$ cat src/rtl/mulcs_pkg.sv
package mulcs_pkg;

  typedef struct packed {
    logic neg;
    logic one;
    logic two;
  } booth_sel_t;

  typedef enum logic [1:0] {CORR_NONE, CORR_ADD, CORR_SUB} corr_t;

  typedef enum logic {ST_IDLE, ST_RUN} state_t;

  // Radix-4 Booth digit from {b[2j+1], b[2j], b[2j-1]}
  function automatic booth_sel_t booth_decode(input logic [2:0] g);
    booth_sel_t s;
    s = '0;
    case (g)
      3'b001, 3'b010: s.one = 1'b1;
      3'b011:         s.two = 1'b1;
      3'b100:         begin s.two = 1'b1; s.neg = 1'b1; end
      3'b101, 3'b110: begin s.one = 1'b1; s.neg = 1'b1; end
      default:        s = '0;
    endcase
    return s;
  endfunction

endpackage

$ cat src/rtl/booth_csa_layer.sv
module booth_csa_layer
  import mulcs_pkg::*;
#(
  parameter int P_W = 64
) (
  input  logic [P_W-1:0] sum_i,
  input  logic [P_W-1:0] carry_i,
  input  logic [P_W-1:0] mcand,
  input  logic [2:0]     grp,
  output logic [P_W-1:0] sum_o,
  output logic [P_W-1:0] carry_o
);

  // One's complement partial product; the +1 of a negative digit rides in carry bit 0
  function automatic logic [P_W-1:0] pp_vec(input booth_sel_t s, input logic [P_W-1:0] m);
    logic [P_W-1:0] mag;
    mag = s.two ? (m << 1) : (s.one ? m : '0);
    return s.neg ? ~mag : mag;
  endfunction

  booth_sel_t sel;
  logic [P_W-1:0] pp, maj;

  always_comb begin
    sel     = booth_decode(grp);
    pp      = pp_vec(sel, mcand);
    sum_o   = sum_i ^ carry_i ^ pp;
    maj     = (sum_i & carry_i) | (sum_i & pp) | (carry_i & pp);
    carry_o = {maj[P_W-2:0], sel.neg};
  end

endmodule

$ cat src/rtl/csa_step.sv
module csa_step #(
  parameter int P_W  = 64,
  parameter int STEP = 8
) (
  input  logic [P_W-1:0]  sum_i,
  input  logic [P_W-1:0]  carry_i,
  input  logic [P_W-1:0]  mcand,
  input  logic [STEP-1:0] bits,
  input  logic            cin,
  output logic [P_W-1:0]  sum_o,
  output logic [P_W-1:0]  carry_o
);

  localparam int LAYERS = STEP / 2;

  logic [P_W-1:0] s_w [LAYERS+1];
  logic [P_W-1:0] c_w [LAYERS+1];
  logic [STEP:0]  ext;

  assign ext    = {bits, cin};
  assign s_w[0] = sum_i;
  assign c_w[0] = carry_i;

  for (genvar j = 0; j < LAYERS; j++) begin : g_layer
    booth_csa_layer #(.P_W(P_W)) u_layer (
      .sum_i  (s_w[j]),
      .carry_i(c_w[j]),
      .mcand  (mcand << (2 * j)),
      .grp    (ext[2*j +: 3]),
      .sum_o  (s_w[j+1]),
      .carry_o(c_w[j+1])
    );
  end

  assign sum_o   = s_w[LAYERS];
  assign carry_o = c_w[LAYERS];

endmodule

$ cat src/rtl/term_detect.sv
module term_detect
  import mulcs_pkg::*;
#(
  parameter int OP_W = 32
) (
  input  logic [OP_W-1:0] rem,
  input  logic            sgn,
  input  logic            cin,
  output logic            term,
  output corr_t           corr
);

  logic all0, all1;

  always_comb begin
    all0 = (rem == '0);
    all1 = sgn && (&rem);
    term = all0 || all1;
    corr = CORR_NONE;
    if (all0 && cin)       corr = CORR_ADD;   // pending +1 digit
    else if (all1 && !cin) corr = CORR_SUB;   // pending -1 digit
  end

endmodule

$ cat src/rtl/csa_iter_mul.sv
module csa_iter_mul
  import mulcs_pkg::*;
#(
  parameter int OP_W = 32,
  parameter int STEP = 8
) (
  input  logic              clk,
  input  logic              rst_n,
  input  logic              start,
  input  logic              sgn,
  input  logic              acc_en,
  input  logic [OP_W-1:0]   op_a,
  input  logic [OP_W-1:0]   op_b,
  input  logic [2*OP_W-1:0] acc_in,
  output logic              busy,
  output logic              done,
  output logic [2*OP_W-1:0] product
);

  localparam int P_W = 2 * OP_W;

  function automatic logic [P_W-1:0] merge(input logic [P_W-1:0] s, input logic [P_W-1:0] c,
                                           input logic [P_W-1:0] m, input corr_t k);
    logic [P_W-1:0] adj;
    adj = (k == CORR_ADD) ? m : ((k == CORR_SUB) ? (~m + 1'b1) : '0);
    return s + c + adj;
  endfunction

  state_t          state_q;
  logic [P_W-1:0]  sum_q, carry_q, mcand_q, prod_q;
  logic [OP_W-1:0] rem_q, rem_sh;
  logic            cin_q, sgn_q, done_q;

  logic [P_W-1:0]  step_sum, step_carry;
  logic            term_w, accept_w, iter_w;
  corr_t           corr_w;

  term_detect #(.OP_W(OP_W)) u_term (
    .rem (rem_q),
    .sgn (sgn_q),
    .cin (cin_q),
    .term(term_w),
    .corr(corr_w)
  );

  csa_step #(.P_W(P_W), .STEP(STEP)) u_step (
    .sum_i  (sum_q),
    .carry_i(carry_q),
    .mcand  (mcand_q),
    .bits   (rem_q[STEP-1:0]),
    .cin    (cin_q),
    .sum_o  (step_sum),
    .carry_o(step_carry)
  );

  assign accept_w = start && (state_q == ST_IDLE);
  assign iter_w   = (state_q == ST_RUN) && !term_w;
  assign rem_sh   = sgn_q ? OP_W'($signed(rem_q) >>> STEP) : (rem_q >> STEP);

  always_ff @(posedge clk) begin
    if (!rst_n) begin
      state_q <= ST_IDLE;
      sum_q   <= '0;
      carry_q <= '0;
      mcand_q <= '0;
      rem_q   <= '0;
      cin_q   <= 1'b0;
      sgn_q   <= 1'b0;
      prod_q  <= '0;
      done_q  <= 1'b0;
    end else begin
      done_q <= 1'b0;
      if (accept_w) begin
        state_q <= ST_RUN;
        sum_q   <= acc_en ? acc_in : '0;
        carry_q <= '0;
        mcand_q <= sgn ? {{OP_W{op_a[OP_W-1]}}, op_a} : {{OP_W{1'b0}}, op_a};
        rem_q   <= op_b;
        cin_q   <= 1'b0;
        sgn_q   <= sgn;
      end else if (state_q == ST_RUN) begin
        if (term_w) begin
          prod_q  <= merge(sum_q, carry_q, mcand_q, corr_w);
          done_q  <= 1'b1;
          state_q <= ST_IDLE;
        end else begin
          sum_q   <= step_sum;
          carry_q <= step_carry;
          mcand_q <= mcand_q << STEP;
          rem_q   <= rem_sh;
          cin_q   <= rem_q[STEP-1];
        end
      end
    end
  end

  assign busy    = (state_q == ST_RUN);
  assign done    = done_q;
  assign product = prod_q;

endmodule

$ cat config.mk
export PLATFORM = sky130hd
export DESIGN_NAME = csa_iter_mul
export DESIGN_NICKNAME = d
export VERILOG_FILES = /design/src/rtl/mulcs_pkg.sv /design/src/rtl/booth_csa_layer.sv /design/src/rtl/csa_step.sv /design/src/rtl/term_detect.sv /design/src/rtl/csa_iter_mul.sv
export SDC_FILE = /design/constraint.sdc
export NUM_CORES = 2
export LEC_CHECK = 0
export BUFFER_PORTS_ARGS = -buffer_cell sky130_fd_sc_hd__buf_4
export CAP_MARGIN = 20
export CORE_MARGIN = 2
export CORE_UTILIZATION = 50
export DETAILED_ROUTE_END_ITERATION = 8
export PLACE_DENSITY = 0.67
export SLEW_MARGIN = 40
export SYNTH_ARGS = -nofsm -noshare
export SYNTH_HDL_FRONTEND = slang
export SYNTH_HIERARCHICAL = 1
export SYNTH_SLANG_ARGS = --single-unit
export TNS_END_PERCENT = 10
$ cat constraint.sdc
create_clock -name clk -period 7.7 [get_ports clk]
set_clock_uncertainty 0.2 [all_clocks]
set_input_delay 1.155 -clock clk [delete_from_list [all_inputs] [get_ports clk]]
set_output_delay 1.155 -clock clk [all_outputs]
set_load 0.02 [all_outputs]
==> impl_metrics.toml <==
[run_status]
status = "finished clean"

[global_routing]
antenna_found_initial = 1
grt_overflow_total = 0
grt_pass1_wl_um = 168000
track_usage_pct = 30.0
grt_max_degree = 108
grt_pass1_vias = 29429

[logic_synthesis]
ys_seq_elements = 292
synth.avg_cell_area_um2 = 7.60
synth-edff-count = 0
async_reset_ff_share_pct = 0
yosysWarnings = 6
synthCells = 4524
syn-cell-area_um2 = 34400
synth_ff_type = "dfxtp_1"
ys_types = 74
seq_area_frac_synth_pct = 17.0

[setup_path]
crit_path_start_kind = "flop"
cp.arrival_ps = 7240
reg2regPathDepth = 22
crit_type = "reg2reg"
reg2reg_slack_ps = 790
cp-end-kind = "flop"
worstPathMaxFanout = 14
worstPathRequired_ps = 8040

[floorplan]
num_rows = 96
dieArea_um2 = 70900
design.core.area_um2 = 68300
die_y_um = 266
die_w_um = 266
start_util_pct = 50.3
io-pin-count = 199

[final_layout]
area_delta_synth_final_pct = 9.85
diodes = 0
nNetsFinal = 5112
layout.cells.non_filler = 5498
final_common_cell = "inv_1"
layout_common_cells = "inv_1 (1,050), nand2_1 (525), fa_1 (316)"
drive_gt1_share_pct = 8.02

[run]
maxCapViolations = 0

[min_path]
holdPathStages = 2
hold_class = "reg2reg"

[sta]
maxSlewViolCount = 0
fmax_ghz = 0.145
tightestPinTransition_ps = 864
setup_viol = 0
min_period_ps = 6910
final_hold_viol_count = 0
relSlewSlack_pct = 42.4
rsz0062_at_grt = "no"
tns_ps = 0
post-route-period-util_pct = 89.7

[placement]
port_buffers = 198
dp.cells = 5423
gp_congestion = 0.974
post-dp-hpwl_um = 77400

[clock_tree]
cts_buffers = 40
root_buffer = "clkbuf_16"
cts-hold-fix-buffers = 0
post_cts_resized = 0
clk_latency_ps = 600
cts_setup_buffers = 0
clkTransAtPathRegs_ps = 70
htreeDepth = 2
cts_buffer_depth = 3
cts_tree = "done"
cts.sinks = 292

[power]
irDropWorstVdd_mv = 0.180
total_power_mw = 7.08
leakage_nw = 18.7
powerDensity_nw_per_um2 = 187

[detailed_routing]
antenna_left = 0
route.detailed.drc = 0
wire_per_inst_um = 19.3
avgViaCountPerCell = 5.49
via_count = 30175
drt_iter0_drc = 2391
drt_wl_total_um = 106000
firstDrtPassIters = 6
-- flip-flops by register name, indices dropped and copies added, names as in the netlist --
name	cells
mcand_q	64
cin_q	1
done	1
product	64
rem_q	32
sum_q	64
busy	1
sgn_q	1
carry_q	64
-- path summary, 6_finish.rpt --
check / start / endpoint
hold reg to reg: product[24] / product[24]
hold / removal: product[24] / product[24]
setup / recovery: mcand_q[0] / product[51]
setup reg to reg: mcand_q[0] / product[51]
-- synthesized netlist by cell type, types with 28 or more instances --
| library cell | instances | area, µm² |
|---|---|---|
| a21o_1 | 32 | 240 |
| a21oi_1 | 309 | 1550 |
| a22oi_1 | 53 | 398 |
| a311oi_1 | 79 | 692 |
| and2_1 | 262 | 1640 |
| clkbuf_1 | 177 | 664 |
| dfxtp_1 | 292 | 5850 |
| fa_1 | 316 | 6330 |
| ha_1 | 79 | 988 |
| inv_1 | 1050 | 3940 |
| mux2i_1 | 264 | 2640 |
| nand2_1 | 528 | 1980 |
| nand3_1 | 49 | 245 |
| nand4_1 | 30 | 188 |
| nor2_1 | 88 | 330 |
| nor3_1 | 47 | 235 |
| nor4_1 | 28 | 175 |
| o21ai_0 | 183 | 916 |
| o31ai_1 | 31 | 233 |
| xnor2_1 | 286 | 2500 |
-- kinds of logic (layout without fill, tap and decap cells) --
logic type      count (synthesis)  count (layout)  share of synthesized area [%]
other cells                     1              24                         0.0109
simple gates                 1151            1151                           16.4
compound gates                802             802                           14.3
fa+ha+maj                     395             395                           21.3
mux                           264             264                           7.68
xor+xnor                      304             304                           7.74
flops                         292             292                           17.0
buf+inv                      1315            1384                           15.6
-- metrics by stage --
stage | hold WS, ps | setup WS [ps] | area, µm² | utilization [%]
after floorplan | 249 | 1920 | 34500 | -
after global placement | 241 | 1080 | 36300 | 53.1
after detailed placement | 247 | 987 | 36300 | 53.1
after CTS | 255 | 956 | 37700 | 55.2
after global routing | 272 | 369 | 37800 | 55.3
final | 252 | 795 | 37800 | 55.3
-- per-layer routing --
layer / vias to the layer above / global-route usage [%] / wire length, µm
li1: 14301 / - / -
met1: 14599 / 41.1 / 46600
met2: 1091 / 48.3 / 48400
met3: 182 / 4.59 / 7430
met4: 2 / 10.2 / 3860
met5: - / 0 / 11
-- where the power goes --
part           leakage (nW)  internal (mW)  total (mW)  switching, mW
sequential             2.39           1.62        1.89          0.265
combinational          15.6           1.19        3.11           1.92
clock                 0.701           1.26        2.09          0.824
total                  18.7           4.07        7.08           3.01
-- critical path: stages, from the launching register on --
cell and delay, ps:
dfxtp_1 490, inv_1 130, ha_1 190, or3b_1 380, or3_1 490, nor3_2 150, buf_4 200, nand2_1 180
or3_1 430, nor3_1 200, xor2_1 90, o21ai_0 220, fa_1 450, ha_1 430, nand2_1 150, nor2_1 300
nand3_1 190, nor3_1 210, o21ai_0 190, a21boi_0 630, o21ai_0 240, a2111oi_0 500, a311o_1 180
-- final cells by class --
class                   count  area [µm²]
clock inverters            23         308
flip-flops and latches    292        5850
inverters                1055        3970
repair buffers            255        1940
multi-input cells        2940       23500
clock buffers              51        1140
well taps                 882        1100
fillers                  6426       30600
(Power assumes the default switching activity.)
